File: src/rtl/intc_pkg.sv
package intc_pkg;

    localparam int INTC_N  = 8;
    localparam int INTC_DW = 8;

    typedef enum logic [2:0] {
        ST_IDLE,
        ST_VEC,
        ST_CASC,
        ST_OPT,
        ST_RUN
    } init_st_e;

endpackage

File: src/rtl/intc_seq.sv
module intc_seq
    import intc_pkg::*;
#(
    parameter int DW = INTC_DW,
    parameter int LW = 3
) (
    input  logic             clk,
    input  logic             rst_n,
    input  logic             addr,
    input  logic             wr,
    input  logic             rd,
    input  logic [DW-1:0]    din,
    output logic             ready,
    output logic             lvl_trig,
    output logic             auto_eoi,
    output logic             show_isr,
    output logic             poll_arm,
    output logic [DW-LW-1:0] base,
    output logic             restart,
    output logic             mask_we,
    output logic             eoi_sp,
    output logic             eoi_ns,
    output logic             poll_take
);

    localparam int BW = DW - LW;

    typedef struct packed {
        init_st_e        st;
        logic            want_opt;
        logic            solo;
        logic            lvl_trig;
        logic            auto_eoi;
        logic            show_isr;
        logic            poll_arm;
        logic [BW-1:0]   base;
    } seq_t;

    seq_t seq_d, seq_q;

    logic run;
    logic cmd_wr;
    logic eoi_wr;
    logic rdctl_wr;

    always_comb begin
        run       = (seq_q.st == ST_RUN);
        restart   = wr && !addr && din[4];
        cmd_wr    = wr && !addr && !din[4] && run;
        eoi_wr    = cmd_wr && !din[3] && din[5];
        rdctl_wr  = cmd_wr && din[3];
        eoi_sp    = eoi_wr && din[6];
        eoi_ns    = eoi_wr && !din[6];
        mask_we   = wr && addr && run;
        poll_take = rd && !addr && run && seq_q.poll_arm;

        seq_d = seq_q;
        if (restart) begin
            seq_d.st       = ST_VEC;
            seq_d.want_opt = din[0];
            seq_d.solo     = din[1];
            seq_d.lvl_trig = din[3];
            seq_d.auto_eoi = 1'b0;
            seq_d.show_isr = 1'b0;
            seq_d.poll_arm = 1'b0;
        end else if (wr && addr) begin
            case (seq_q.st)
                ST_VEC: begin
                    seq_d.base = din[DW-1:LW];
                    if (!seq_q.solo)
                        seq_d.st = ST_CASC;
                    else if (seq_q.want_opt)
                        seq_d.st = ST_OPT;
                    else
                        seq_d.st = ST_RUN;
                end
                ST_CASC: begin
                    seq_d.st = seq_q.want_opt ? ST_OPT : ST_RUN;
                end
                ST_OPT: begin
                    seq_d.auto_eoi = din[1];
                    seq_d.st       = ST_RUN;
                end
                default: seq_d.st = seq_q.st;
            endcase
        end

        if (rdctl_wr) begin
            if (din[1])
                seq_d.show_isr = din[0];
            if (din[2])
                seq_d.poll_arm = 1'b1;
        end
        if (poll_take)
            seq_d.poll_arm = 1'b0;
    end

    always_ff @(posedge clk) begin
        if (!rst_n) begin
            seq_q <= '{st: ST_IDLE, base: '0, default: 1'b0};
        end else begin
            seq_q <= seq_d;
        end
    end

    assign ready    = run;
    assign lvl_trig = seq_q.lvl_trig;
    assign auto_eoi = seq_q.auto_eoi;
    assign show_isr = seq_q.show_isr;
    assign poll_arm = seq_q.poll_arm;
    assign base     = seq_q.base;

endmodule

File: src/rtl/intc_prio.sv
module intc_prio
    import intc_pkg::*;
#(
    parameter int N  = INTC_N,
    parameter int LW = $clog2(N)
) (
    input  logic [N-1:0]  irr,
    input  logic [N-1:0]  mask,
    input  logic [N-1:0]  isr,
    output logic          win_valid,
    output logic [LW-1:0] win_lvl,
    output logic          isr_any,
    output logic [LW-1:0] isr_lvl
);

    logic [N-1:0] cand;

    for (genvar i = 0; i < N; i++) begin : g_cand
        assign cand[i] = irr[i] && !mask[i] && !(|isr[i:0]);
    end

    always_comb begin
        win_valid = 1'b0;
        win_lvl   = '0;
        isr_any   = 1'b0;
        isr_lvl   = '0;
        for (int i = N - 1; i >= 0; i--) begin
            if (cand[i]) begin
                win_valid = 1'b1;
                win_lvl   = LW'(i);
            end
            if (isr[i]) begin
                isr_any = 1'b1;
                isr_lvl = LW'(i);
            end
        end
    end

endmodule

File: src/rtl/intc_regs.sv
module intc_regs
    import intc_pkg::*;
#(
    parameter int N  = INTC_N,
    parameter int LW = $clog2(N)
) (
    input  logic          clk,
    input  logic          rst_n,
    input  logic [N-1:0]  req_in,
    input  logic          lvl_trig,
    input  logic          auto_eoi,
    input  logic          restart,
    input  logic          mask_we,
    input  logic [N-1:0]  mask_wdata,
    input  logic          eoi_en,
    input  logic [LW-1:0] eoi_lvl,
    input  logic          take,
    input  logic [LW-1:0] take_lvl,
    output logic [N-1:0]  irr,
    output logic [N-1:0]  isr,
    output logic [N-1:0]  mask
);

    typedef struct packed {
        logic [N-1:0] edge_lat;
        logic [N-1:0] prev;
        logic [N-1:0] isr;
        logic [N-1:0] mask;
    } core_t;

    core_t core_d, core_q;

    always_comb begin
        core_d          = core_q;
        core_d.prev     = req_in;
        core_d.edge_lat = core_q.edge_lat | (req_in & ~core_q.prev);

        if (mask_we)
            core_d.mask = mask_wdata;
        if (eoi_en)
            core_d.isr[eoi_lvl] = 1'b0;
        if (take) begin
            core_d.edge_lat[take_lvl] = 1'b0;
            if (!auto_eoi)
                core_d.isr[take_lvl] = 1'b1;
        end
        if (restart) begin
            core_d.edge_lat = '0;
            core_d.isr      = '0;
            core_d.mask     = '0;
        end
    end

    always_ff @(posedge clk) begin
        if (!rst_n) begin
            core_q <= '0;
        end else begin
            core_q <= core_d;
        end
    end

    assign irr  = lvl_trig ? req_in : core_q.edge_lat;
    assign isr  = core_q.isr;
    assign mask = core_q.mask;

endmodule

File: src/rtl/intc8.sv
module intc8
    import intc_pkg::*;
#(
    parameter int N  = INTC_N,
    parameter int DW = INTC_DW
) (
    input  logic          clk,
    input  logic          rst_n,
    input  logic          addr,
    input  logic          wr,
    input  logic          rd,
    input  logic [DW-1:0] din,
    output logic [DW-1:0] dout,
    input  logic [N-1:0]  req_in,
    output logic          int_out,
    input  logic          ack,
    output logic [DW-1:0] vec
);

    localparam int LW = $clog2(N);
    localparam int BW = DW - LW;
    localparam int PZ = DW - 1 - LW;

    logic          ready_w;
    logic          lvl_trig_w;
    logic          auto_eoi_w;
    logic          show_isr_w;
    logic          poll_arm_w;
    logic [BW-1:0] base_w;
    logic          restart_w;
    logic          mask_we_w;
    logic          eoi_sp_w;
    logic          eoi_ns_w;
    logic          poll_take_w;

    logic [N-1:0]  irr_w;
    logic [N-1:0]  isr_w;
    logic [N-1:0]  mask_w;

    logic          win_valid_w;
    logic [LW-1:0] win_lvl_w;
    logic          isr_any_w;
    logic [LW-1:0] isr_lvl_w;

    logic          eoi_en_w;
    logic [LW-1:0] eoi_lvl_w;
    logic          take_w;
    logic [DW-1:0] poll_byte_w;

    intc_seq #(
        .DW (DW),
        .LW (LW)
    ) u_seq (
        .clk       (clk),
        .rst_n     (rst_n),
        .addr      (addr),
        .wr        (wr),
        .rd        (rd),
        .din       (din),
        .ready     (ready_w),
        .lvl_trig  (lvl_trig_w),
        .auto_eoi  (auto_eoi_w),
        .show_isr  (show_isr_w),
        .poll_arm  (poll_arm_w),
        .base      (base_w),
        .restart   (restart_w),
        .mask_we   (mask_we_w),
        .eoi_sp    (eoi_sp_w),
        .eoi_ns    (eoi_ns_w),
        .poll_take (poll_take_w)
    );

    intc_prio #(
        .N  (N),
        .LW (LW)
    ) u_prio (
        .irr       (irr_w),
        .mask      (mask_w),
        .isr       (isr_w),
        .win_valid (win_valid_w),
        .win_lvl   (win_lvl_w),
        .isr_any   (isr_any_w),
        .isr_lvl   (isr_lvl_w)
    );

    always_comb begin
        int_out     = ready_w && win_valid_w;
        take_w      = (ack || poll_take_w) && int_out;
        eoi_en_w    = eoi_sp_w || (eoi_ns_w && isr_any_w);
        eoi_lvl_w   = eoi_sp_w ? din[LW-1:0] : isr_lvl_w;
        vec         = {base_w, int_out ? win_lvl_w : {LW{1'b1}}};
        poll_byte_w = {int_out, {PZ{1'b0}}, int_out ? win_lvl_w : {LW{1'b0}}};
        if (addr)
            dout = DW'(mask_w);
        else if (poll_arm_w)
            dout = poll_byte_w;
        else if (show_isr_w)
            dout = DW'(isr_w);
        else
            dout = DW'(irr_w);
    end

    intc_regs #(
        .N  (N),
        .LW (LW)
    ) u_regs (
        .clk        (clk),
        .rst_n      (rst_n),
        .req_in     (req_in),
        .lvl_trig   (lvl_trig_w),
        .auto_eoi   (auto_eoi_w),
        .restart    (restart_w),
        .mask_we    (mask_we_w),
        .mask_wdata (din[N-1:0]),
        .eoi_en     (eoi_en_w),
        .eoi_lvl    (eoi_lvl_w),
        .take       (take_w),
        .take_lvl   (win_lvl_w),
        .irr        (irr_w),
        .isr        (isr_w),
        .mask       (mask_w)
    );

endmodule

File: config.mk
export PLATFORM = sky130hd
export DESIGN_NAME = intc8
export DESIGN_NICKNAME = d
export VERILOG_FILES = /design/src/rtl/intc_pkg.sv /design/src/rtl/intc_seq.sv /design/src/rtl/intc_prio.sv /design/src/rtl/intc_regs.sv /design/src/rtl/intc8.sv
export SDC_FILE = /design/constraint.sdc
export NUM_CORES = 1
export LEC_CHECK = 0
export ABC_AREA = 1
export CAP_MARGIN = 20
export CORE_MARGIN = 8
export CORE_UTILIZATION = 49
export CTS_CLUSTER_SIZE = 12
export DETAILED_ROUTE_END_ITERATION = 10
export PLACE_DENSITY_LB_ADDON = 0.08
export SLEW_MARGIN = 20
export SYNTH_ARGS = -nofsm -noshare
export SYNTH_HDL_FRONTEND = slang
export SYNTH_SLANG_ARGS = --single-unit
File: constraint.sdc
create_clock -name clk -period 1.5 [get_ports clk]
set_input_delay 0.15 -clock clk [delete_from_list [all_inputs] [get_ports clk]]
set_output_delay 0.15 -clock clk [all_outputs]
set_load 0.02 [all_outputs]
* Yosys cells after proc, flatten, opt, wreduce, memory -nomap -nowiden
Cells that the tools add are included.
** Storage, ports and cells
- Flip-flop bits (word level) :: 46
- Output and inout port bits :: 17
- Word-level logic and storage cells :: 160
** Operators by class
- $lt $le $gt $ge :: 4
- Equal/unequal tests :: 4
- Multiplexer cells :: 56
- Bitwise operators :: 10
- Reduce and logical (&&, ||, !) cells :: 73
** Operators with widths (number)
- 8-bit two-way mux :: 8
- 3-bit two-way mux :: 21
- 1-bit logical AND :: 35
- 8-bit AND :: 3
- 8-bit NOT :: 3
- 1-bit two-way mux :: 22
- 1-bit zero test :: 20
- 8-bit OR :: 2
- 3-bit case mux with 3 select lines :: 1
- 3-bit by 4-bit < comparator with 1-bit output (second input constant) :: 2
- 8-bit OR reduction :: 1
- 7-bit OR reduction :: 1
- 1-bit demux with 3-bit select :: 2
- 3-bit by 2-bit equality test with 1-bit output (second input constant) :: 2
- 3-bit by 1-bit greater-or-equal comparator with 1-bit output (second input constant) :: 2
- 2-bit AND reduction :: 3
- 2-bit OR reduction :: 3
- 6-bit OR reduction :: 1
- 5-bit OR reduction :: 1
- 2-bit two-way mux :: 2
- 4-bit nonzero test :: 1
- 4-bit OR reduction :: 1
- 3-bit by 1-bit equality test with 1-bit output (second input constant) :: 1
- 3-bit equality test (second input constant) :: 1
- 6 further kinds :: 8

* Longest topological paths before layout
- Depth after elaboration :: 19
- Depth in mapped cells :: 15
- Gate-level depth less buffers :: 15

* Modules after synthesis
A second synthesis with hierarchy kept.
** Unflattened totals
- Cell total of the unflattened synthesis :: 435
- Area total of the unflattened synthesis :: 2822.7 µm²
** Modules (own cells, without submodules)
- intc_regs :: times used 1, cells an instance 195, area each 1468.9 µm²
- intc_seq :: times used 1, cells an instance 102, area each 704.4 µm²
- intc8 :: times used 1, cells an instance 77, area each 356.6 µm²
- intc_prio :: times used 1, cells an instance 61, area each 292.8 µm²

* Worst setup path before layout
Ideal clock, no wire load.
- Kind :: flip-flop to output port
- Start point :: register u_seq.seq_q, in the netlist u_seq.lvl_trig
- End point :: output dout[1]
- Data arrival time :: 1549 ps
- Required time :: 1350 ps
- Setup slack :: -199 ps
- Stages on the path, launching flop included :: 12
- Path through :: dfxtp_1 buf_6 nand2_2 o21ai_2 nand3_4 nand2_4 nor2_4 nand2_1 nand2_2 nor2_4 a31oi_1 nor2_1
** Between the ends
- Longest elaborated chain between the ends :: 15
- Elaborated cells between the ends (all ways) :: 38
** RTL lines
- start: declaration :: line intc_seq.sv:39 : seq_t seq_d, seq_q;
- start signal: assignment :: line intc_seq.sv:102 : seq_q <= seq_d;
- 8-bit two-way mux * :: line intc_regs.sv:62 : assign irr = lvl_trig ? req_in : core_q.edge_lat;
- 1-bit logical AND (2 in a row) :: line intc_prio.sv:19 : assign cand[i] = irr[i] && !mask[i] && !(|isr[i:0]);
- 1-bit two-way mux (8 in a row) :: line intc_prio.sv:28 : if (cand[i]) begin
- 1-bit logical AND :: line intc8.sv:87 : int_out = ready_w && win_valid_w;
- 3-bit two-way mux :: line intc8.sv:92 : poll_byte_w = {int_out, {PZ{1'b0}}, int_out ? win_lvl_w : {LW{1'b0}}};
- 8-bit two-way mux * :: line intc8.sv:95 : else if (poll_arm_w)
- 8-bit two-way mux * :: line intc8.sv:93 : if (addr)
- end: declaration :: line intc8.sv:13 : output logic [DW-1:0] dout,
Mark *: on every way between the ends. The rest lies on a longest branch, timed or not.

* Worst setup path in the final report
- Start point :: register u_regs.core_q, in the netlist u_regs.isr[0]
- End point :: output dout[0]
** Between the ends
- Longest elaborated chain between the ends :: 15
- Elaborated cells between the ends (all ways) :: 44
** RTL lines
- start: declaration :: line intc_regs.sv:31 : core_t core_d, core_q;
- start signal: assignment :: line intc_regs.sv:58 : core_q <= core_d;
- 8-bit OR reduction :: line intc_prio.sv:19
- 1-bit zero test :: line intc_prio.sv:19
- 1-bit logical AND :: line intc_prio.sv:19
- 1-bit two-way mux (8 in a row) :: line intc_prio.sv:28
- 1-bit logical AND :: line intc8.sv:87
- 3-bit two-way mux :: line intc8.sv:92
- 8-bit two-way mux * :: line intc8.sv:95
- 8-bit two-way mux * :: line intc8.sv:93
Marks and branches as above.

==> results.py <==
metrics = {
    "run_status": {
        "status": "complete, but fails checks",
        "violations": "setup timing",
    },
    "critical_path": {
        "path_max_fanout": 4,
        "path_class": "reg2out",
        "rr_endpoint": "u_regs.isr[4]",
        "required_ps": 1350,
        "start_kind": "flop",
        "reg2reg_depth": 14,
        "r2r_slack_ps": -470,
        "crit_arrival_ps": 2070,
        "worst_setup_path_end_kind": "primary output",
        "reg2reg_from": "u_regs.isr[0]",
    },
    "timing": {
        "timing.hold.ws_ps": 381.9,
        "worst_slew_pin_slew_ps": 343.2,
        "post-route-period-util_pct": 148.1,
        "finalSetupTns_ps": -11160,
        "relSlewSlack_pct": 76.97,
        "setup_viol": 28,
        "finalWorstSetupSlack_ps": -720.8,
        "hold_viol": 0,
        "period_needed_ps": 2221,
        "rsz0062_at_grt": "yes",
        "slew_viol_final": 0,
        "finClkSkew_ps": 7.207,
        "max_freq_mhz": 450.3,
    },
    "synthesis": {
        "yosys-top-cells-count": "nand2_1 (88), inv_1 (62), a21oi_1 (46), dfxtp_1 (46), o21ai_0 (38)",
        "synth_compound_area_share_pct": 20.48,
        "synth.area.top_cells": "dfxtp_1 (34%), nand2_1 (12%), inv_1 (8.6%), a21oi_1 (8.5%), o21ai_0 (7.0%)",
        "synth-seq-area-share_pct": 33.87,
        "yosysWarnings": 0,
        "syn-num-nets": 432,
        "synthFlopType": "dfxtp_1",
        "yosysTopAreaCell": "dfxtp_1",
        "synth_xor_area_share_pct": 0,
        "netlist_area_um2": 2719,
        "synth_top_family_by_area": "simple AND/OR/NAND/NOR gates",
        "synthCells": 410,
        "async_flop_share_pct": 0,
        "synth_edf_count": 0,
        "yosysMostFrequentCell": "nand2_1",
        "yosys.area.top_type_share_pct": 33.87,
        "yosys.area_share.adder_pct": 0,
        "yosysUniqueCellTypes": 34,
        "muxShareOfSynthArea_pct": 0,
        "synth-seq-cells": 46,
        "syn_area_per_cell_um2": 6.631,
        "yosys.area_share.simple_pct": 32.54,
    },
    "place": {
        "dp.cells": 595,
        "place_area_um2": 3825,
        "gp_congestion": 0.9266,
        "dp_hpwl_um": 6837,
        "post-place-ws_ps": -918.7,
        "portBuffers": 38,
    },
    "final_layout": {
        "diodes": 0,
        "final_cell_count_no_fill": 620,
        "nNetsFinal": 569,
        "stdcell_area_um2": 4324,
        "syn2layout_area_growth_pct": 59.04,
        "drive_above_1_share_pct": 41.97,
    },
    "clock_network": {
        "htreeDepth": 2,
        "cts_buffers": 5,
        "clock-root-buffer": "clkbuf_8",
        "path_clk_slew_ps": 90,
        "holdBufCountCts": 0,
        "ctsLongestPathBuffers": 2,
        "tritoncts": "done",
        "clock_latency_ps": 310,
        "clkSinkCount": 46,
    },
    "power_and_ir_drop": {
        "clock_power_share_pct": 31.3,
        "peakVddDrop_v": 0.0006255,
        "swShare_pct": 30.15,
        "comb_power_share_pct": 28.4,
        "power_frac_seq_pct": 40.3,
        "internal_power_uw": 2213,
        "pwr_density_cell_nw_per_um2": 732.6,
        "net-switching-power_uw": 955.0,
        "p_leak_uw": 0.002041,
    },
    "route": {
        "drc": 0,
        "vias_per_cell": 5.234,
        "drtAntennaViolNets": 0,
        "first_pass_iters": 5,
        "wl_um": 9872,
        "via_count": 3245,
        "wl_per_cell_um": 15.92,
        "drt_iter0_markers": 271,
    },
    "floorplan": {
        "core_um2": 5439,
        "die-area_um2": 8188,
        "start_util_pct": 49.99,
        "die_w_um": 90.49,
        "die_h_um": 90.49,
        "rows": 27,
        "io_pins": 39,
    },
    "global_routing": {
        "overflow": 0,
        "grt_pass1_wl_um": 15150,
        "grt_pass1_vias": 3098,
        "track_usage_pct": 22.87,
        "grt_max_degree": 20,
        "antenna_found_initial": 0,
    },
    "run": {
        "maxCapViolCount": 0,
    },
    "min_path": {
        "hp-class": "in2reg",
        "holdCritStartpoint": "req_in[3]",
        "min_to": "u_regs.core_q[19]",
        "hold_path_depth": 3,
    },
}
## layout by cell type, fill, tap and decap left out, types with 3 or more instances in the layout
| master | n |
|---|---|
| o21ai_4 | 4 |
| dfxtp_2 | 4 |
| buf_4 | 97 |
| nor2_1 | 17 |
| nand2_2 | 18 |
| o21ai_1 | 5 |
| clkbuf_8 | 5 |
| inv_2 | 16 |
| buf_6 | 14 |
| o21ai_2 | 7 |
| nand2_4 | 6 |
| inv_1 | 55 |
| a21oi_1 | 39 |
| nor2_4 | 10 |
| nand3_1 | 12 |
| nor2_2 | 13 |
| nand2_1 | 77 |
| nand3_2 | 8 |
| nand4_1 | 9 |
| buf_12 | 3 |
| clkdlybuf4s50_1 | 26 |
| a21oi_2 | 7 |
| o21ai_0 | 31 |
| dfxtp_1 | 41 |
## worst max-delay path by stage
stage / startpoint / cells after the start / slack, ps / endpoint
floorplan: u_regs.isr[1] / 11 / -130 / dout[0]
global placement: req_in[7] / 14 / -870 / dout[0]
detailed placement: req_in[7] / 14 / -920 / dout[0]
CTS: u_regs.isr[0] / 12 / -620 / dout[0]
global route: u_regs.isr[0] / 12 / -820 / dout[0]
finish: u_regs.isr[0] / 12 / -720 / dout[0]
## area by class of cell
| class | instances | area [um2] |
|---|---|---|
| clock buffers | 5 | 68.82 |
| well taps | 72 | 90.09 |
| clock inverters | 3 | 47.55 |
| fillers | 393 | 1115 |
| multi-input cells | 277 | 1647 |
| repair buffers | 142 | 1254 |
| inverters | 75 | 287.8 |
| flip-flops and latches | 46 | 929.6 |
## through the flow
| step | util, % | total power, uW |
|---|---|---|
| floorplan | - | 1657 |
| global placement | 70.32 | 1997 |
| detailed placement | 70.32 | 2008 |
| CTS | 76.21 | 3109 |
| global route | 79.50 | 3294 |
| finish | 79.50 | 3168 |
## flip-flops by register name (all words and copies together) (netlist names)
register,cells
u_regs.core_q,16
u_regs.isr,8
u_regs.mask,8
u_seq.auto_eoi,1
u_seq.base,5
u_seq.lvl_trig,1
u_seq.poll_arm,1
u_seq.seq_q,5
u_seq.show_isr,1
## critical path: stages, from the launching register on
cell and delay, ps:
dfxtp_2 350, nor2_4 250, nand2_4 120, nor2_4 150, nand2_2 90, nand2_4 80
nor2_2 40, nand2_1 70, nand2_2 80, nor2_4 120, nand3_2 90, a22oi_2 160
buf_6 140
## logic make-up after synthesis
family / after synthesis
simple gates: 176
compound gates: 101
buf+inv: 87
flops: 46
## per-layer routing
metal,global-route usage [%],routed length (um),up-vias
met1,27.42,4171,1517
met5,0,0,-
li1,-,-,1587
met2,39.40,4890,118
met4,8.044,239,0
met3,4.406,571,23
## power by group through the flow
stage	clock network, uW	logic, uW	registers (uW)
6_report	992	901	1280
5_1_grt	1050	967	1280
3_3_place_gp	0	695	1300
2_1_floorplan	0	359	1300
3_5_place_dp	0	705	1300
4_1_cts	1010	830	1270
## repair_timing
| item | 4_1_cts | 5_1_grt |
|---|---|---|
| pin swaps | 22 | 15 |
| setup buffers | 10 | 7 |
| setup endpoints to repair | 28 | 33 |
| endpoints found under the hold margin | 0 | 0 |
| cloned | 1 | 0 |
| resized for setup | 107 | 40 |
Note: power is estimated with default switching activity, not from simulation.
